[src/rtl/smp_pkg.sv]
package smp_pkg;
    typedef enum logic [1:0] {
        ST_IDLE      = 2'd0,
        ST_START     = 2'd1,
        ST_WAIT_BUSY = 2'd2,
        ST_LATCH     = 2'd3
    } smp_state_e;
endpackage

[src/rtl/smp_edge_sync.sv]
module smp_edge_sync #(
    parameter int STAGES = 2
) (
    input  logic clk,
    input  logic rst_n,
    input  logic async_in,
    output logic rise
);
    // Stages 0..STAGES-1 synchronize; stage STAGES holds the previous value.
    logic [STAGES:0] sh;

    always_ff @(posedge clk or negedge rst_n) begin
        if (!rst_n) sh <= '0;
        else        sh <= {sh[STAGES-1:0], async_in};
    end

    assign rise = sh[STAGES-1] & ~sh[STAGES];
endmodule

[src/rtl/smp_counter.sv]
module smp_counter #(
    parameter int W = 16
) (
    input  logic         clk,
    input  logic         rst_n,
    input  logic         inc,
    output logic [W-1:0] q
);
    always_ff @(posedge clk or negedge rst_n) begin
        if (!rst_n)   q <= '0;
        else if (inc) q <= q + 1'b1;
    end
endmodule

[src/rtl/smp_conv_fsm.sv]
module smp_conv_fsm
    import smp_pkg::*;
(
    input  logic clk,
    input  logic rst_n,
    input  logic go,
    input  logic busy,
    output logic start,
    output logic latch_en,
    output logic overrun_hit
);
    smp_state_e state, state_nx;

    always_ff @(posedge clk or negedge rst_n) begin
        if (!rst_n) state <= ST_IDLE;
        else        state <= state_nx;
    end

    always_comb begin
        state_nx = state;
        unique case (state)
            ST_IDLE:      if (go) state_nx = ST_START;
            ST_START:     state_nx = ST_WAIT_BUSY;
            ST_WAIT_BUSY: if (!busy) state_nx = ST_LATCH;
            ST_LATCH:     state_nx = go ? ST_START : ST_IDLE;
            default:      state_nx = ST_IDLE;
        endcase
    end

    always_comb begin
        start       = 1'b0;
        latch_en    = 1'b0;
        overrun_hit = 1'b0;
        unique case (state)
            ST_IDLE:      ;
            ST_START:     begin start = 1'b1; overrun_hit = go; end
            ST_WAIT_BUSY: overrun_hit = go;
            ST_LATCH:     latch_en = 1'b1;
            default:      ;
        endcase
    end
endmodule

[src/rtl/strobe_sampler.sv]
module strobe_sampler #(
    parameter int DW          = 8,
    parameter int CW          = 16,
    parameter int SYNC_STAGES = 2
) (
    input  logic          clk,
    input  logic          rst_n,
    input  logic          strobe_in,
    output logic          adc_start,
    input  logic          adc_busy,
    input  logic [DW-1:0] adc_data,
    output logic [DW-1:0] port_data,
    output logic          data_valid,
    output logic [CW-1:0] sample_count,
    output logic [CW-1:0] overrun_count
);
    logic strobe_rise;
    logic latch_en;
    logic overrun_hit;

    smp_edge_sync #(.STAGES(SYNC_STAGES)) u_sync (
        .clk(clk), .rst_n(rst_n), .async_in(strobe_in), .rise(strobe_rise)
    );

    smp_conv_fsm u_fsm (
        .clk(clk), .rst_n(rst_n), .go(strobe_rise), .busy(adc_busy),
        .start(adc_start), .latch_en(latch_en), .overrun_hit(overrun_hit)
    );

    always_ff @(posedge clk or negedge rst_n) begin
        if (!rst_n) begin
            port_data  <= '0;
            data_valid <= 1'b0;
        end else if (latch_en) begin
            port_data  <= adc_data;
            data_valid <= 1'b1;
        end
    end

    smp_counter #(.W(CW)) u_smp_cnt (
        .clk(clk), .rst_n(rst_n), .inc(latch_en), .q(sample_count)
    );

    smp_counter #(.W(CW)) u_ovr_cnt (
        .clk(clk), .rst_n(rst_n), .inc(overrun_hit), .q(overrun_count)
    );
endmodule

[config.mk]
export PLATFORM = sky130hd
export DESIGN_NAME = strobe_sampler
export DESIGN_NICKNAME = d
export VERILOG_FILES = /design/src/rtl/smp_pkg.sv /design/src/rtl/smp_edge_sync.sv /design/src/rtl/smp_counter.sv /design/src/rtl/smp_conv_fsm.sv /design/src/rtl/strobe_sampler.sv
export SDC_FILE = /design/constraint.sdc
export NUM_CORES = 1
export LEC_CHECK = 0
export BUFFER_PORTS_ARGS = -buffer_cell sky130_fd_sc_hd__buf_2
export CORE_UTILIZATION = 46
export DETAILED_ROUTE_END_ITERATION = 16
export PLACE_DENSITY = 0.74
export SLEW_MARGIN = 20
export SYNTH_ARGS = -nofsm -noshare
export SYNTH_HDL_FRONTEND = slang
export SYNTH_SLANG_ARGS = --single-unit
export TNS_END_PERCENT = 5
[constraint.sdc]
create_clock -name clk -period 1.72 [get_ports clk]
set_clock_uncertainty 0.1 [all_clocks]
set_input_delay 0.258 -clock clk [delete_from_list [all_inputs] [get_ports clk]]
set_output_delay 0.258 -clock clk [all_outputs]
set_load 0.03 [all_outputs]
-- Yosys cells after proc, flatten, opt, wreduce, memory -nomap -nowiden
Cells that the tools add are included.
- flip-flop bits (word level): 46
- logic and storage cells: 25
- output and inout bits: 42
- input bits: 12
- equality and inequality tests: 5
- reductions and logical operators: 3
- mux-type cells: 7
- $add $sub $neg: 2
- bitwise gates (word level): 2
- operator list (cell ; number):
    $add A16 B1 Y16 const B ; 2
    $pmux W2 S4 ; 1
    $eq A2 B2 Y1 const B ; 2
    $mux W1 ; 4
    $mux W2 ; 2
    $eq A2 B1 Y1 const B ; 1
    $logic_not A2 Y1 ; 1
    $ne A2 B1 Y1 const B ; 1
    $ne A2 B2 Y1 const B ; 1
    $reduce_and A2 Y1 ; 1
    $reduce_or A2 Y1 ; 1
    $and A1 B1 Y1 ; 1
    $not A1 Y1 ; 1

-- Longest topological paths before layout
- depth in word-level cells: 4
- mapped depth: 7
- depth with buffers taken out: 6

-- Modules after synthesis
A second synthesis with hierarchy kept.
- cells, all modules: 152
- area total of the unflattened synthesis: 2031.9 um^2
- by module, submodules not included (module ; times used ; seq. area each (um^2) ; area an instance (um^2) ; cells an instance):
    smp_counter ; 2 ; 400.4 ; 695.7 ; 56
    strobe_sampler ; 1 ; 225.2 ; 362.8 ; 19
    smp_conv_fsm ; 1 ; 50.0 ; 188.9 ; 17
    smp_edge_sync ; 1 ; 75.1 ; 88.8 ; 4

-- Worst setup path after synthesis
Ideal clock, no wire load.
- path type: register -> register
- from: register u_fsm.state[0]
- to: register u_ovr_cnt.q[7]
- arrival time: 1539 ps
- setup time: 134 ps
- period minus slack after synthesis: 1773 ps
- path buffers: 1
- required time: 1486 ps
- cell stages (with the launch flop): 8
- slack: -53 ps
- path through: dfrtp_1 -> inv_1 -> ha_1 -> and4b_1 -> and4_1 -> buf_4 -> nand4_1 -> xnor2_1
- cells in the longest elaborated chain, start to end: 3
- elaborated cells between the ends (all ways): 4
- classes of those cells: 2 x eq/ne; 1 x mux; 1 x reduce/logical
- RTL lines (item ; line ; text):
    start, declared ; smp_conv_fsm.sv:12 ; smp_state_e state, state_nx;
    start signal, assigned ; smp_conv_fsm.sv:16 ; else state <= state_nx;
    $eq A2 B1 Y1 or $eq A2 B2 Y1 (tied branches) ; smp_conv_fsm.sv:34 ; unique case (state)
    $reduce_or A2 Y1 (no source line) * ; - ;
    $mux W1 * ; smp_conv_fsm.sv:34 ;
    end signal, assigned ; smp_counter.sv:11 ; else if (inc) q <= q + 1'b1;
    end, declared ; smp_counter.sv:7 ; output logic [W-1:0] q
Mark *: on every way between the ends. The rest lies on a longest branch, timed or not.
A chain may end at the register's enable or synchronous reset.

-- Worst setup path in the final report
- from: register u_fsm.state[1]
- to: register u_ovr_cnt.q[7]
The elaborated chain is that of the path after synthesis.

==> summary.txt <==
Yosys
  – Post-synth EDFFs: 0
  – Post-synth ARST share: 100.0%
  – YS warnings: 0
  – Synth area leader: dfrtp_1
  – Synth cell types: 30
  – Post-Synthesis Cells: 156
  – Seq/Total Area, Yosys: 57.36%
  – Synth Cell Area: 0.002007 sq mm
  – Synth Area per Inst: around 13 sq um
  – Syn_nets: 175
  – Synth Flop Type: dfrtp_1
  – Share of the synthesized area in the top cell type: 57.36%
  – Seq cells post-synth: 46
  – Top post-synthesis cells by area: dfrtp_1 57%, xnor2_1 10%, mux2_2 5.6%, ha_1 4.4%, nand3_1 3.2%

Die
  – Row count: 23
  – Die width: ~70 um
  – Starting Density: 49.11%
  – Die area: approximately 0.0046 sq mm
  – Die Y: roughly 70 um
  – IO Count: 54
  – Core area: 0.004086 sq mm

Timing
  – Max-slew violations: 0
  – Final min period: around 1.7 ns
  – Worst-margin pin slew: 0.3157 ns
  – Hold Fails Final Rpt: 0
  – RSZ-0062 raised after global routing: yes
  – Period utilization: 96.49%
  – Peak Freq: 602.6 MHz
  – Number of endpoints failing setup at the final stage: 0
  – Setup TNS: 0 ns
  – Relative slew slack: 78.87%
  – Post-route setup slack: 0.06041 ns

Finish
  – Area of the multi-input gates: 829.5 sq um
  – Finished Layout Cells: 271
  – Commonest non-fill, non-tap cell in the layout: buf_2
  – Fin area: 0.002500 sq mm
  – Final net count: approximately 240
  – FF+latch area: 0.001151 sq mm
  – Post-Route Utilization: 61.18%
  – Antenna Cells: 0
  – Layout area overhead: 24.56%
  – Commonest non-fill, non-tap cells in the layout: 53 x buf_2, 46 x dfrtp_1, 24 x xnor2_1
  – FILL cells: 327
  – Layout cells sized above 1: approximately two fifths

Placement
  – HPWL Detailed: 2664 um
  – Placed instance area: between 0.002 and 0.0025 sq mm
  – Pre-CTS WS: -0.01964 ns
  – IO Port Bufs: 53
  – Cell count after placement: 261
  – GP Congestion: 0.8002

Run
  – Max-cap violations: 0

Setup path
  – Crit path kind: flop to flop
  – CP endpoint kind: flop
  – CP required: ~1.8 ns
  – CP max FO: 6
  – CP Launch Type: flop
  – Arrival @ worst endpoint: 1.75 ns

GRT
  – GR Util All Layers: 18.27%
  – Vias in the first global route: 1,299
  – Pin count of the biggest net entering global routing: 47
  – First-pass GRT wire length: between 5000 and 6000 um
  – Gr ovfl total: 0
  – Antenna violations before repair: 0

CTS
  – CTS Sinks: 46
  – H-Tree Depth: 2
  – Clk_lat worst skew: 0.30 ns
  – TritonCTS buffer count: 5
  – Clock slew at reported path FFs: 0.08 ns
  – TritonCTS clock tree: built
  – Post-CTS Setup Repair Bufs: 0
  – Clock Tree Root: clkbuf_8
  – Max clock buf depth: 2

Route
  – WL final: around 3500 um
  – Mean routed wirelength per cell: 13.09 um
  – Via/cell ratio: 5.011
  – Starting DRC count in detailed routing: 84
  – Drt pass-1 iters: 4
  – Remaining DRCs: 0
  – Via Count: approximately 1.4k
  – ANT nets after route: 0

Pwr
  – Worst vdd ir: between 0.7 and 0.8 mV
  – Power Density: approximately 1500 mW/mm^2
  – Leakage: around 1.3 nW

Worst hold path
  – Hold Crit Class: primary input to flop

Outcome
  – Outcome: finished clean
## metal layers
| metal | share of wire [%] | track usage, % | up-vias |
|---|---|---|---|
| met5 | 0 | 0 | - |
| met1 | 46 | 23.71 | 661 |
| li1 | - | - | 659 |
| met4 | 1.6 | 10.16 | 0 |
| met2 | 47 | 28.19 | 32 |
| met3 | 4.8 | 4.000 | 6 |
## critical path: stages, from the launching register on
cell	delay, ns
dfrtp_1	0.37
inv_2	0.06
ha_4	0.27
and4b_1	0.22
and4_4	0.26
nand4_1	0.12
xnor2_1	0.15
## area by class of cell
type / count / area share (%)
Inverter: 4 / 0.6006
Clock buffer: 7 / 3.453
Sequential cell: 46 / 46.05
Multi-Input combinational cell: 101 / 33.18
Tap cell: 50 / 2.503
Clock inverter: 1 / 0.2002
Timing Repair Buffer: 62 / 14.01
## repair_timing
| action | CTS | global route |
|---|---|---|
| pin swaps | 0 | 1 |
| setup endpoints to repair | 6 | 17 |
| hold buffers | 2 | 0 |
| cloned | 0 | 0 |
| endpoints found under the hold margin | 47 | 0 |
| gates resized for setup | 2 | 4 |
## power by group
part / internal (mW) / switching, mW / leakage, nW
clock: 0.324 / 0.356 / 0.0482
combinational: 0.578 / 0.870 / 0.625
sequential: 1.32 / 0.206 / 0.592
total: 2.23 / 1.43 / 1.27
## path summary, 6_finish.rpt
check	end	from	slack (ns)	cells past startpoint
worst min-delay path	port_data[2]	adc_data[2]	0.08	2
min in group asynchronous	u_smp_cnt.q[11]	rst_n	0.35	3
max in group asynchronous	u_fsm.state[0]	rst_n	0.95	3
worst max register to register	u_ovr_cnt.q[7]	u_fsm.state[1]	0.06	6
worst min register to register	u_sync.sh[1]	u_sync.sh[0]	0.26	0
worst max-delay path	u_ovr_cnt.q[7]	u_fsm.state[1]	0.06	6
## cell families after synthesis
kind of cell,count (synthesis),synth area share (%)
XOR/XNOR,30,13.09
AO/OA/AOI/OAI,6,1.808
flip-flops,46,57.36
multiplexers,10,5.611
buffers and inverters,9,2.556
AND/OR/NAND/NOR,48,15.21
adder cells (fa/ha/maj),7,4.364
## cells in the mapped netlist, types with 3 or more instances
cell type / count
and3_1: 4
dfrtp_1: 46
ha_1: 7
inv_1: 4
mux2_2: 10
nand2_1: 9
nand3_1: 13
nand4_1: 5
nor2_1: 3
xnor2_1: 24
xor2_1: 6
## state kept, by name, summed over array words and instances (netlist names)
register,cells
u_fsm.state,2
data_valid,1
u_smp_cnt.q,16
u_ovr_cnt.q,16
port_data,8
u_sync.sh,3
## per-stage QoR
step / hold WS [ns] / total power [mW]
finish: 0.08198 / 3.658
global route: 0.07908 / 3.898
CTS: 0.07888 / 3.683
detailed placement: 0.1584 / 3.008
global placement: 0.1551 / 2.968
floorplan: -0.1376 / 2.528
Note: power is estimated with default switching activity, not from simulation.
